`config.mk`:
```
export PLATFORM = sky130hd
export DESIGN_NAME = bc_frame_gap_timer
export DESIGN_NICKNAME = d
export VERILOG_FILES = /design/src/rtl/bcft_pkg.sv /design/src/rtl/bcft_tick_div.sv /design/src/rtl/bcft_frame_ctr.sv /design/src/rtl/bcft_gap_ctr.sv /design/src/rtl/bc_frame_gap_timer.sv
export SDC_FILE = /design/constraint.sdc
export NUM_CORES = 1
export LEC_CHECK = 0
export ABC_AREA = 1
export BUFFER_PORTS_ARGS = -buffer_cell sky130_fd_sc_hd__buf_2
export CORE_AREA = 2 2 79 100
export CTS_CLUSTER_DIAMETER = 60
export DETAILED_ROUTE_END_ITERATION = 12
export DIE_AREA = 0 0 81 102
export PLACE_DENSITY_LB_ADDON = 0.12
export SETUP_SLACK_MARGIN = 0.4
export SLEW_MARGIN = 10
export SYNTH_ARGS = -nofsm -noshare
export SYNTH_HDL_FRONTEND = slang
export SYNTH_HIERARCHICAL = 1
export SYNTH_SLANG_ARGS = --single-unit
```
`constraint.sdc`:
```
create_clock -name clk -period 5.8 [get_ports clk]
set_input_delay 0.58 -clock clk [delete_from_list [all_inputs] [get_ports clk]]
set_output_delay 0.58 -clock clk [all_outputs]
set_load 0.1 [all_outputs]
```
`src/rtl/bcft_pkg.sv`:
```
package bcft_pkg;
  localparam int CNT_W = 16;
  typedef logic [CNT_W-1:0] bcft_cnt_t;
endpackage

```
`src/rtl/bcft_tick_div.sv`:
```
// Clock divider: tick is high once every DIV cycles, phase reset by restart.
module bcft_tick_div #(
  parameter int DIV = 100
) (
  input  logic clk,
  input  logic rst,
  input  logic restart,
  output logic tick
);
  localparam int W = (DIV > 1) ? $clog2(DIV) : 1;
  localparam logic [W-1:0] LAST = W'(DIV - 1);

  logic [W-1:0] cnt;

  assign tick = (cnt == LAST);

  always_ff @(posedge clk) begin
    if (rst || restart) cnt <= '0;
    else if (tick)      cnt <= '0;
    else                cnt <= cnt + W'(1);
  end
endmodule

```
`src/rtl/bcft_frame_ctr.sv`:
```
// Frame countdown with auto-repeat; reports expiry to the watchdog logic.
module bcft_frame_ctr
  import bcft_pkg::*;
(
  input  logic      clk,
  input  logic      rst,
  input  logic      tick,
  input  logic      go,
  input  logic      auto_rep,
  input  bcft_cnt_t reload_val,
  output bcft_cnt_t rem,
  output logic      start_pulse,
  output logic      div_restart,
  output logic      expire_evt
);
  logic running;
  logic expire;

  assign expire      = running && tick && (rem <= bcft_cnt_t'(1));
  assign expire_evt  = expire && !go;
  assign div_restart = go || (expire && auto_rep);

  always_ff @(posedge clk) begin
    if (rst) begin
      rem         <= '0;
      running     <= 1'b0;
      start_pulse <= 1'b0;
    end else begin
      start_pulse <= 1'b0;
      if (go) begin
        rem         <= reload_val;
        running     <= 1'b1;
        start_pulse <= 1'b1;
      end else if (expire) begin
        if (auto_rep) begin
          rem         <= reload_val;
          start_pulse <= 1'b1;
        end else begin
          rem     <= '0;
          running <= 1'b0;
        end
      end else if (running && tick) begin
        rem <= rem - bcft_cnt_t'(1);
      end
    end
  end
endmodule

```
`src/rtl/bcft_gap_ctr.sv`:
```
// Message-gap / delay countdown with a done pulse.
module bcft_gap_ctr
  import bcft_pkg::*;
(
  input  logic      clk,
  input  logic      rst,
  input  logic      tick,
  input  logic      load,
  input  bcft_cnt_t value,
  output bcft_cnt_t rem,
  output logic      done
);
  logic busy;

  always_ff @(posedge clk) begin
    if (rst) begin
      rem  <= '0;
      busy <= 1'b0;
      done <= 1'b0;
    end else begin
      done <= 1'b0;
      if (load) begin
        rem  <= value;
        busy <= (value != '0);
        done <= (value == '0);
      end else if (busy && tick) begin
        rem <= rem - bcft_cnt_t'(1);
        if (rem == bcft_cnt_t'(1)) begin
          busy <= 1'b0;
          done <= 1'b1;
        end
      end
    end
  end
endmodule

```
`src/rtl/bc_frame_gap_timer.sv`:
```
module bc_frame_gap_timer
  import bcft_pkg::*;
#(
  parameter int CLK_PER_US   = 100,
  parameter int US_PER_FTICK = 100
) (
  input  logic        clk,
  input  logic        rst,
  input  logic        ft_wr_en,
  input  logic [15:0] ft_wr_data,
  input  logic        frame_go,
  input  logic        auto_repeat_en,
  input  logic        watchdog_en,
  input  logic        wdt_clear,
  input  logic        dly_load,
  input  logic [15:0] dly_value,
  output logic [15:0] frame_remaining,
  output logic        frame_start,
  output logic [15:0] gap_remaining,
  output logic        dly_done,
  output logic        wdt_timeout
);
  localparam int FRAME_DIV = CLK_PER_US * US_PER_FTICK;

  bcft_cnt_t frame_len_q;
  logic      ftick, gtick;
  logic      f_restart;
  logic      f_expire;

  always_ff @(posedge clk) begin
    if (rst)           frame_len_q <= '0;
    else if (ft_wr_en) frame_len_q <= ft_wr_data;
  end

  bcft_tick_div #(.DIV(FRAME_DIV)) u_fdiv (
    .clk(clk), .rst(rst), .restart(f_restart), .tick(ftick)
  );

  bcft_tick_div #(.DIV(CLK_PER_US)) u_gdiv (
    .clk(clk), .rst(rst), .restart(dly_load), .tick(gtick)
  );

  bcft_frame_ctr u_frame (
    .clk(clk), .rst(rst), .tick(ftick), .go(frame_go),
    .auto_rep(auto_repeat_en), .reload_val(frame_len_q),
    .rem(frame_remaining), .start_pulse(frame_start),
    .div_restart(f_restart), .expire_evt(f_expire)
  );

  bcft_gap_ctr u_gap (
    .clk(clk), .rst(rst), .tick(gtick), .load(dly_load),
    .value(dly_value), .rem(gap_remaining), .done(dly_done)
  );

  // Sticky watchdog flag: a new expiry outranks a host clear.
  always_ff @(posedge clk) begin
    if (rst)                            wdt_timeout <= 1'b0;
    else if (f_expire && watchdog_en)   wdt_timeout <= 1'b1;
    else if (wdt_clear)                 wdt_timeout <= 1'b0;
  end
endmodule

```
==> flow_metrics.py, run 1 <==
metrics = {
    "synth": {
        "synthMostInstantiatedCell": "nand2_1",
        "synth_seq_cells": 74,
        "synth_fp_nets": 717,
        "synth.area.mux_share_pct": 0,
        "yosysSeqAreaShare_pct": 33.95,
        "synth-edff-count": 0,
        "synth_cell_type_count": 40,
        "yosys.area.top_type_share_pct": 33.95,
        "synthesis.area_um2": 4363,
        "async_reset_ff_share_pct": 0,
        "synthXorXnorAreaFrac_pct": 2.208,
        "synth_adder_area_share_pct": 2.007,
        "synth_compound_area_share_pct": 11.61,
        "yosys-top-cells-area": "dfxtp_1 (34%), nand2_1 (14%), nor2_1 (9.6%)",
        "yosys.area.top_type": "dfxtp_1",
        "synthTopCellsByCount": "nand2_1 (157), nor2_1 (112), inv_1 (75), dfxtp_1 (74), nand3_1 (51)",
        "ys_warn_count": 6,
        "synth_cells": 670,
        "syn_area_per_cell_um2": 6.512,
        "synth_flop_cell": "dfxtp_1",
        "synth_top_family_by_area": "simple AND/OR/NAND/NOR gates",
        "synthSimpleGateAreaFrac_pct": 40.26,
    },
    "sta": {
        "period_needed_ns": 2.560,
        "hold_viol_final": 0,
        "tightest_slew_ns": 0.9098,
        "fin_skew_ns": 0.01241,
        "tns_ns": 0,
        "fmaxAchievable_mhz": 390.6,
        "rsz0062_at_grt": "false",
        "setup_viol": 0,
        "finalCritPeriodShare_pct": 44.14,
        "slew_headroom_pct": 39.13,
        "slew_violations": 0,
        "setup_ws_ns": 3.240,
    },
    "clock_network": {
        "clockBufferDepth": 2,
        "hold_buffers": 0,
        "cts_resized": 0,
        "clk_latency_ns": 0.34,
        "tritoncts": "yes",
        "cts_buffers": 9,
        "clk_transition_reported_paths_ns": 0.09,
        "cts_htree_levels": 3,
        "cts-root-buf": "clkbuf_8",
        "cts_setup_buffers": 0,
        "cts_sinks": 74,
    },
    "die": {
        "core-area_um2": 7269,
        "die_h_um": 102,
        "initial_core_util_pct": 60.02,
        "die_x_um": 81,
        "rows": 35,
        "io_pins": 75,
        "die_area_um2": 8262,
    },
    "worst_setup_path": {
        "worstSetupPathType": "register to register",
        "startpoint_type": "register",
        "cp.arrival_ns": 2.76,
        "critPathMaxFanout": 29,
        "crit_required_ns": 6.00,
        "end_kind": "register",
        "r2r_slack_ns": 3.24,
    },
    "power_and_ir_drop": {
        "p_per_area_nw_per_um2": 280.4,
        "leakage_uw": 0.002340,
        "irDropWorstVdd_mv": 0.1431,
    },
    "cells_and_area": {
        "num-fill-cells": 693,
        "layout.nets": 787,
        "final_util_pct": 68.62,
        "syn2layout_area_growth_pct": 14.34,
        "drive_gt1_share_pct": 20.00,
        "fin_cells": 837,
        "diodes": 0,
    },
    "worst_hold_path": {
        "hp-class": "register to register",
    },
    "drt": {
        "first_iter_violations": 268,
        "detail-route-antenna-nets": 0,
        "vias": 4445,
        "totalWireLength_um": 10790,
        "drcViolationCount": 0,
        "dr.pass1.iters": 5,
        "wl_per_cell_um": 12.89,
        "vias_per_cell": 5.311,
    },
    "place": {
        "dpl_worst_slack_ns": 3.287,
        "port_buffers": 74,
        "dp_cells": 821,
        "gp_congestion": 0.9245,
        "post-dp-hpwl_um": 8204,
    },
    "global_routing": {
        "grt_pass1_vias": 4091,
        "grt_max_degree": 30,
        "grt_remaining_overflow": 0,
        "grt_pass1_wl_um": 17950,
        "grt_usage_pct": 27.42,
        "antenna_found_initial": 0,
    },
    "job": {
        "maxCapViolations": 0,
    },
    "outcome": {
        "status": "complete, no violations",
    },
}
worst max-delay path: stages, from the launching register on:
cell	delay, ns
dfxtp_1	0.38
ha_1	0.22
nand3_1	0.16
or2_1	0.26
nor3_1	0.22
nand2_1	0.09
inv_2	0.08
nor2_1	0.08
inv_1	0.56
o21ai_0	0.19
nand2_1	0.11
a21oi_1	0.06
power by group:
part	internal, uW	switching, uW
clock	290	205
combinational	86.4	256
sequential	533	28.1
total	910	489
placed cells by master (no fill, tap or decap), types with 6 or more instances in the layout:
cell      instances
nand2_1         157
nor2_1          112
inv_1            75
dfxtp_1          74
buf_2            74
nand3_1          51
o21ai_0          32
a21oi_1          31
nor2_2           15
inv_2            11
nand2_2          11
clkbuf_8          9
o21ai_1           8
nand4_1           8
nor3_1            7
xor2_1            7
ha_1              7
nor2_4            6
sequential cells by signal (all words and copies together), names as in the netlist:
signal,count
frame_len_q,16
u_fdiv/cnt,14
u_frame/rem,16
u_frame/running,1
u_frame/start_pulse,1
u_gap/busy,1
u_gap/done,1
u_gap/rem,16
u_gdiv/cnt,7
wdt_timeout,1
final cells by class:
type                       count  area, um^2  share of cell area (%)
clock buffer                   9       123.9                   2.483
clock inverter                 7       123.9                   2.483
inverter                      87       326.6                   6.546
multi-input combinational    494        2447                   49.06
sequential                    74        1481                   29.70
tap                           92       115.1                   2.307
timing repair buffer          74       370.4                   7.424
through the flow:
step	area (um^2)	hold slack (ns)	power [uW]
floorplan	4363	0.4296	843.7
finish	4989	0.4630	1399
global placement	4741	0.4409	906.8
detailed placement	4741	0.4493	911.4
global route	4989	0.4599	1467
CTS	4989	0.4493	1407
layer usage:
| metal | GRT usage, % | vias up | part of all wire (%) | wire (um) |
|---|---|---|---|---|
| met2 | 47.74 | 139 | 49 | 5338 |
| li1 | - | 2259 | - | - |
| met1 | 31.80 | 2013 | 41 | 4466 |
| met4 | 14.47 | 0 | 3.5 | 378 |
| met3 | 4.859 | 34 | 5.6 | 608 |
| met5 | 0 | - | 0 | 0 |
kinds of logic after synthesis:
| logic type | after synthesis |
|---|---|
| AO/OA/AOI/OAI | 91 |
| XOR/XNOR | 11 |
| adder cells (fa/ha/maj) | 7 |
| buffers and inverters | 102 |
| flip-flops | 74 |
| AND/OR/NAND/NOR | 385 |
worst paths after layout:
| kind | start | endpoint | cells past startpoint |
|---|---|---|---|
| min | u_fdiv/cnt[0] | u_fdiv/cnt[0] | 1 |
| max reg2reg | u_fdiv/cnt[1] | u_frame/rem[8] | 11 |
| max | u_fdiv/cnt[1] | u_frame/rem[8] | 11 |
| min reg2reg | u_fdiv/cnt[0] | u_fdiv/cnt[0] | 1 |
(Power assumes the default switching activity.)
==> run 2: changes to the inputs <==
- ABC_AREA: 1 -> 0
- CORE_AREA: 2 2 79 100 -> 2 2 77 98
- DIE_AREA: 0 0 81 102 -> 0 0 79 100
- clock period: 5.8 -> 2.5 ns (I/O delays scaled with it)
==> flow_metrics.py, run 2 <==
metrics = {
    "global_routing": {
        "grt_pass1_vias": 3353,
        "grt_pass1_wl_um": 15480,
        "grt_usage_pct": 24.20,
        "grt_max_degree": 36,
        "grt_remaining_overflow": 0,
        "antenna_found_initial": 0,
    },
    "clock_network": {
        "cts-root-buf": "clkbuf_8",
        "clk_latency_ns": 0.34,
        "hold_buffers": 0,
        "tritoncts": "yes",
        "cts_buffers": 9,
        "cts_htree_levels": 3,
        "clockBufferDepth": 2,
        "clk_transition_reported_paths_ns": 0.08,
        "cts_sinks": 74,
    },
    "place": {
        "port_buffers": 74,
        "post-dp-hpwl_um": 6721,
        "dp_cells": 583,
        "dpl_worst_slack_ns": 0.06203,
        "gp_congestion": 0.9180,
    },
    "die": {
        "initial_core_util_pct": 52.80,
        "core-area_um2": 7094,
        "rows": 35,
        "die_x_um": 79,
        "io_pins": 75,
        "die_h_um": 100,
        "die_area_um2": 7900,
    },
    "sta": {
        "tns_ns": 0,
        "finalCritPeriodShare_pct": 96.81,
        "fin_skew_ns": 0.01047,
        "period_needed_ns": 2.420,
        "rsz0062_at_grt": "true",
        "setup_viol": 0,
        "fmaxAchievable_mhz": 413.2,
        "slew_headroom_pct": 57.59,
        "hold_viol_final": 0,
        "tightest_slew_ns": 0.6355,
        "fin_worst_hold_slack_ns": 0.1387,
        "setup_ws_ns": 0.07979,
        "slew_violations": 0,
    },
    "synth": {
        "synth_flop_cell": "dfxtp_1",
        "synth_cells": 418,
        "synth-edff-count": 0,
        "yosys-top-cells-area": "dfxtp_1 (40%), nor2_1 (6.6%), mux2i_1 (5.3%)",
        "synth_seq_cells": 74,
        "syn_area_per_cell_um2": 8.962,
        "synthTopCellsByCount": "dfxtp_1 (74), nor2_1 (66), a21oi_1 (21)",
        "synth_cell_type_count": 64,
        "synthMostInstantiatedCell": "dfxtp_1",
        "async_reset_ff_share_pct": 0,
        "ys_warn_count": 6,
        "synthesis.area_um2": 3746,
        "synth_fp_nets": 465,
        "yosys.area.top_type": "dfxtp_1",
        "yosys.area.top_type_share_pct": 39.55,
        "yosysSeqAreaShare_pct": 39.55,
    },
    "worst_setup_path": {
        "cpMostUsedCell": "nor4_4",
        "worstPathCellList": "or4_4 > nor4_4 > nand4bb_1 > nor4_4 > buf_4 > nor3_1 > a22o_1 > a221o_1",
        "cp.arrival_ns": 2.64,
        "slowest_delay_ns": 0.54,
        "crit_required_ns": 2.72,
        "end_kind": "register",
        "worstRegToRegCells": 8,
        "critPathMaxFanout": 5,
        "crit_slowest_cell": "or4_4",
        "worstSetupPathType": "register to register",
        "startpoint_type": "register",
    },
    "drt": {
        "dr.pass1.iters": 4,
        "totalWireLength_um": 9404,
        "drcViolationCount": 0,
        "detail-route-antenna-nets": 0,
        "vias_per_cell": 5.719,
        "vias": 3477,
        "first_iter_violations": 310,
        "wl_per_cell_um": 15.47,
    },
    "power_and_ir_drop": {
        "p_per_area_nw_per_um2": 601.7,
        "leakage_uw": 0.001869,
        "p_total_uw": 2809,
        "irDropWorstVdd_mv": 0.3341,
    },
    "cells_and_area": {
        "num-fill-cells": 624,
        "layout_commonest_cell": "buf_2",
        "final_cell_mix": "buf_2 (74), nor2_1 (64), dfxtp_1 (51)",
        "diodes": 0,
        "syn2layout_area_growth_pct": 24.62,
        "reg_top3": "frame_len_q: 16 flops, u_frame/rem: 16 flops, u_gap/rem: 16 flops",
        "layout.nets": 558,
        "fin_cells": 608,
        "drive_gt1_share_pct": 33.33,
    },
    "outcome": {
        "status": "complete, no violations",
    },
    "worst_hold_path": {
        "min_delay_path_depth": 3,
        "hp-class": "primary input to register",
    },
    "job": {
        "maxCapViolations": 0,
    },
}
-- run 2: changes by cell type after synthesis, sizes merged, moves of 8 or more --
cell    delta
or3        +9
a211oi    +13
mux2i     +20
a21oi     -13
nand3     -44
inv       -66
nor2      -68
nand2    -155
or4        +8
xnor2     +16
nor4      +15
o21ai     -33
-- run 2: power by group --
group	internal, uW	switching [uW]
registers	1240	68.6
clock network	361	451
logic	195	497
total	1790	1020
-- run 2: logic make-up after synthesis --
logic type	share of synthesized area [%]
simple gates	25.25
compound gates	16.67
flops	39.55
buf+inv	5.477
xor+xnor	5.378
mux	5.344
fa+ha+maj	2.338
-- run 2: per-layer routing --
metal  vias to the layer above  part of all wire (%)  track usage [%]
met3                        13                   5.7            3.417
li1                       1716                     -                -
met5                         -                     0                0
met4                         0                   1.5            9.416
met1                      1646                    42            30.08
met2                       102                    51            42.11
-- run 2: worst paths after layout --
| check | start | endpoint | slack (ns) |
|---|---|---|---|
| max | u_fdiv/cnt[12] | u_frame/rem[12] | 0.08 |
| min | ft_wr_data[8] | frame_len_q[8] | 0.14 |
| max reg2reg | u_fdiv/cnt[12] | u_frame/rem[12] | 0.08 |
| min reg2reg | u_gdiv/cnt[0] | u_gdiv/cnt[0] | 0.45 |
-- run 2: critical path: cells and delay by family (launching register included) --
kind / cells / cell delay (ns)
flops: 1 / 0.33
simple gates: 5 / 1.29
buf+inv: 1 / 0.22
compound gates: 2 / 0.48
-- run 2: metrics by stage --
| step | instance area [um^2] | utilization, % |
|---|---|---|
| final | 4668 | 65.80 |
| after global routing | 4668 | 65.80 |
| after CTS | 4572 | 64.44 |
| after detailed placement | 4315 | 60.83 |
| after global placement | 4315 | 60.83 |
| after floorplan | 3814 | - |
-- run 2: final cells by class --
type | count | area [um^2] | share of cell area (%)
inverter | 20 | 80.08 | 1.715
clock buffer | 10 | 127.6 | 2.734
multi-input combinational | 306 | 2200 | 47.12
tap | 92 | 115.1 | 2.466
sequential | 74 | 1528 | 32.73
clock inverter | 6 | 40.04 | 0.8577
timing repair buffer | 100 | 578.1 | 12.38
-- run 2: what timing repair did --
item | in CTS | in global routing
hold endpoints to repair | 0 | 0
pin swaps | 6 | 6
setup buffers | 5 | 3
cloned | 1 | 0
resized for setup | 8 | 14
endpoints found under the setup margin | 33 | 39
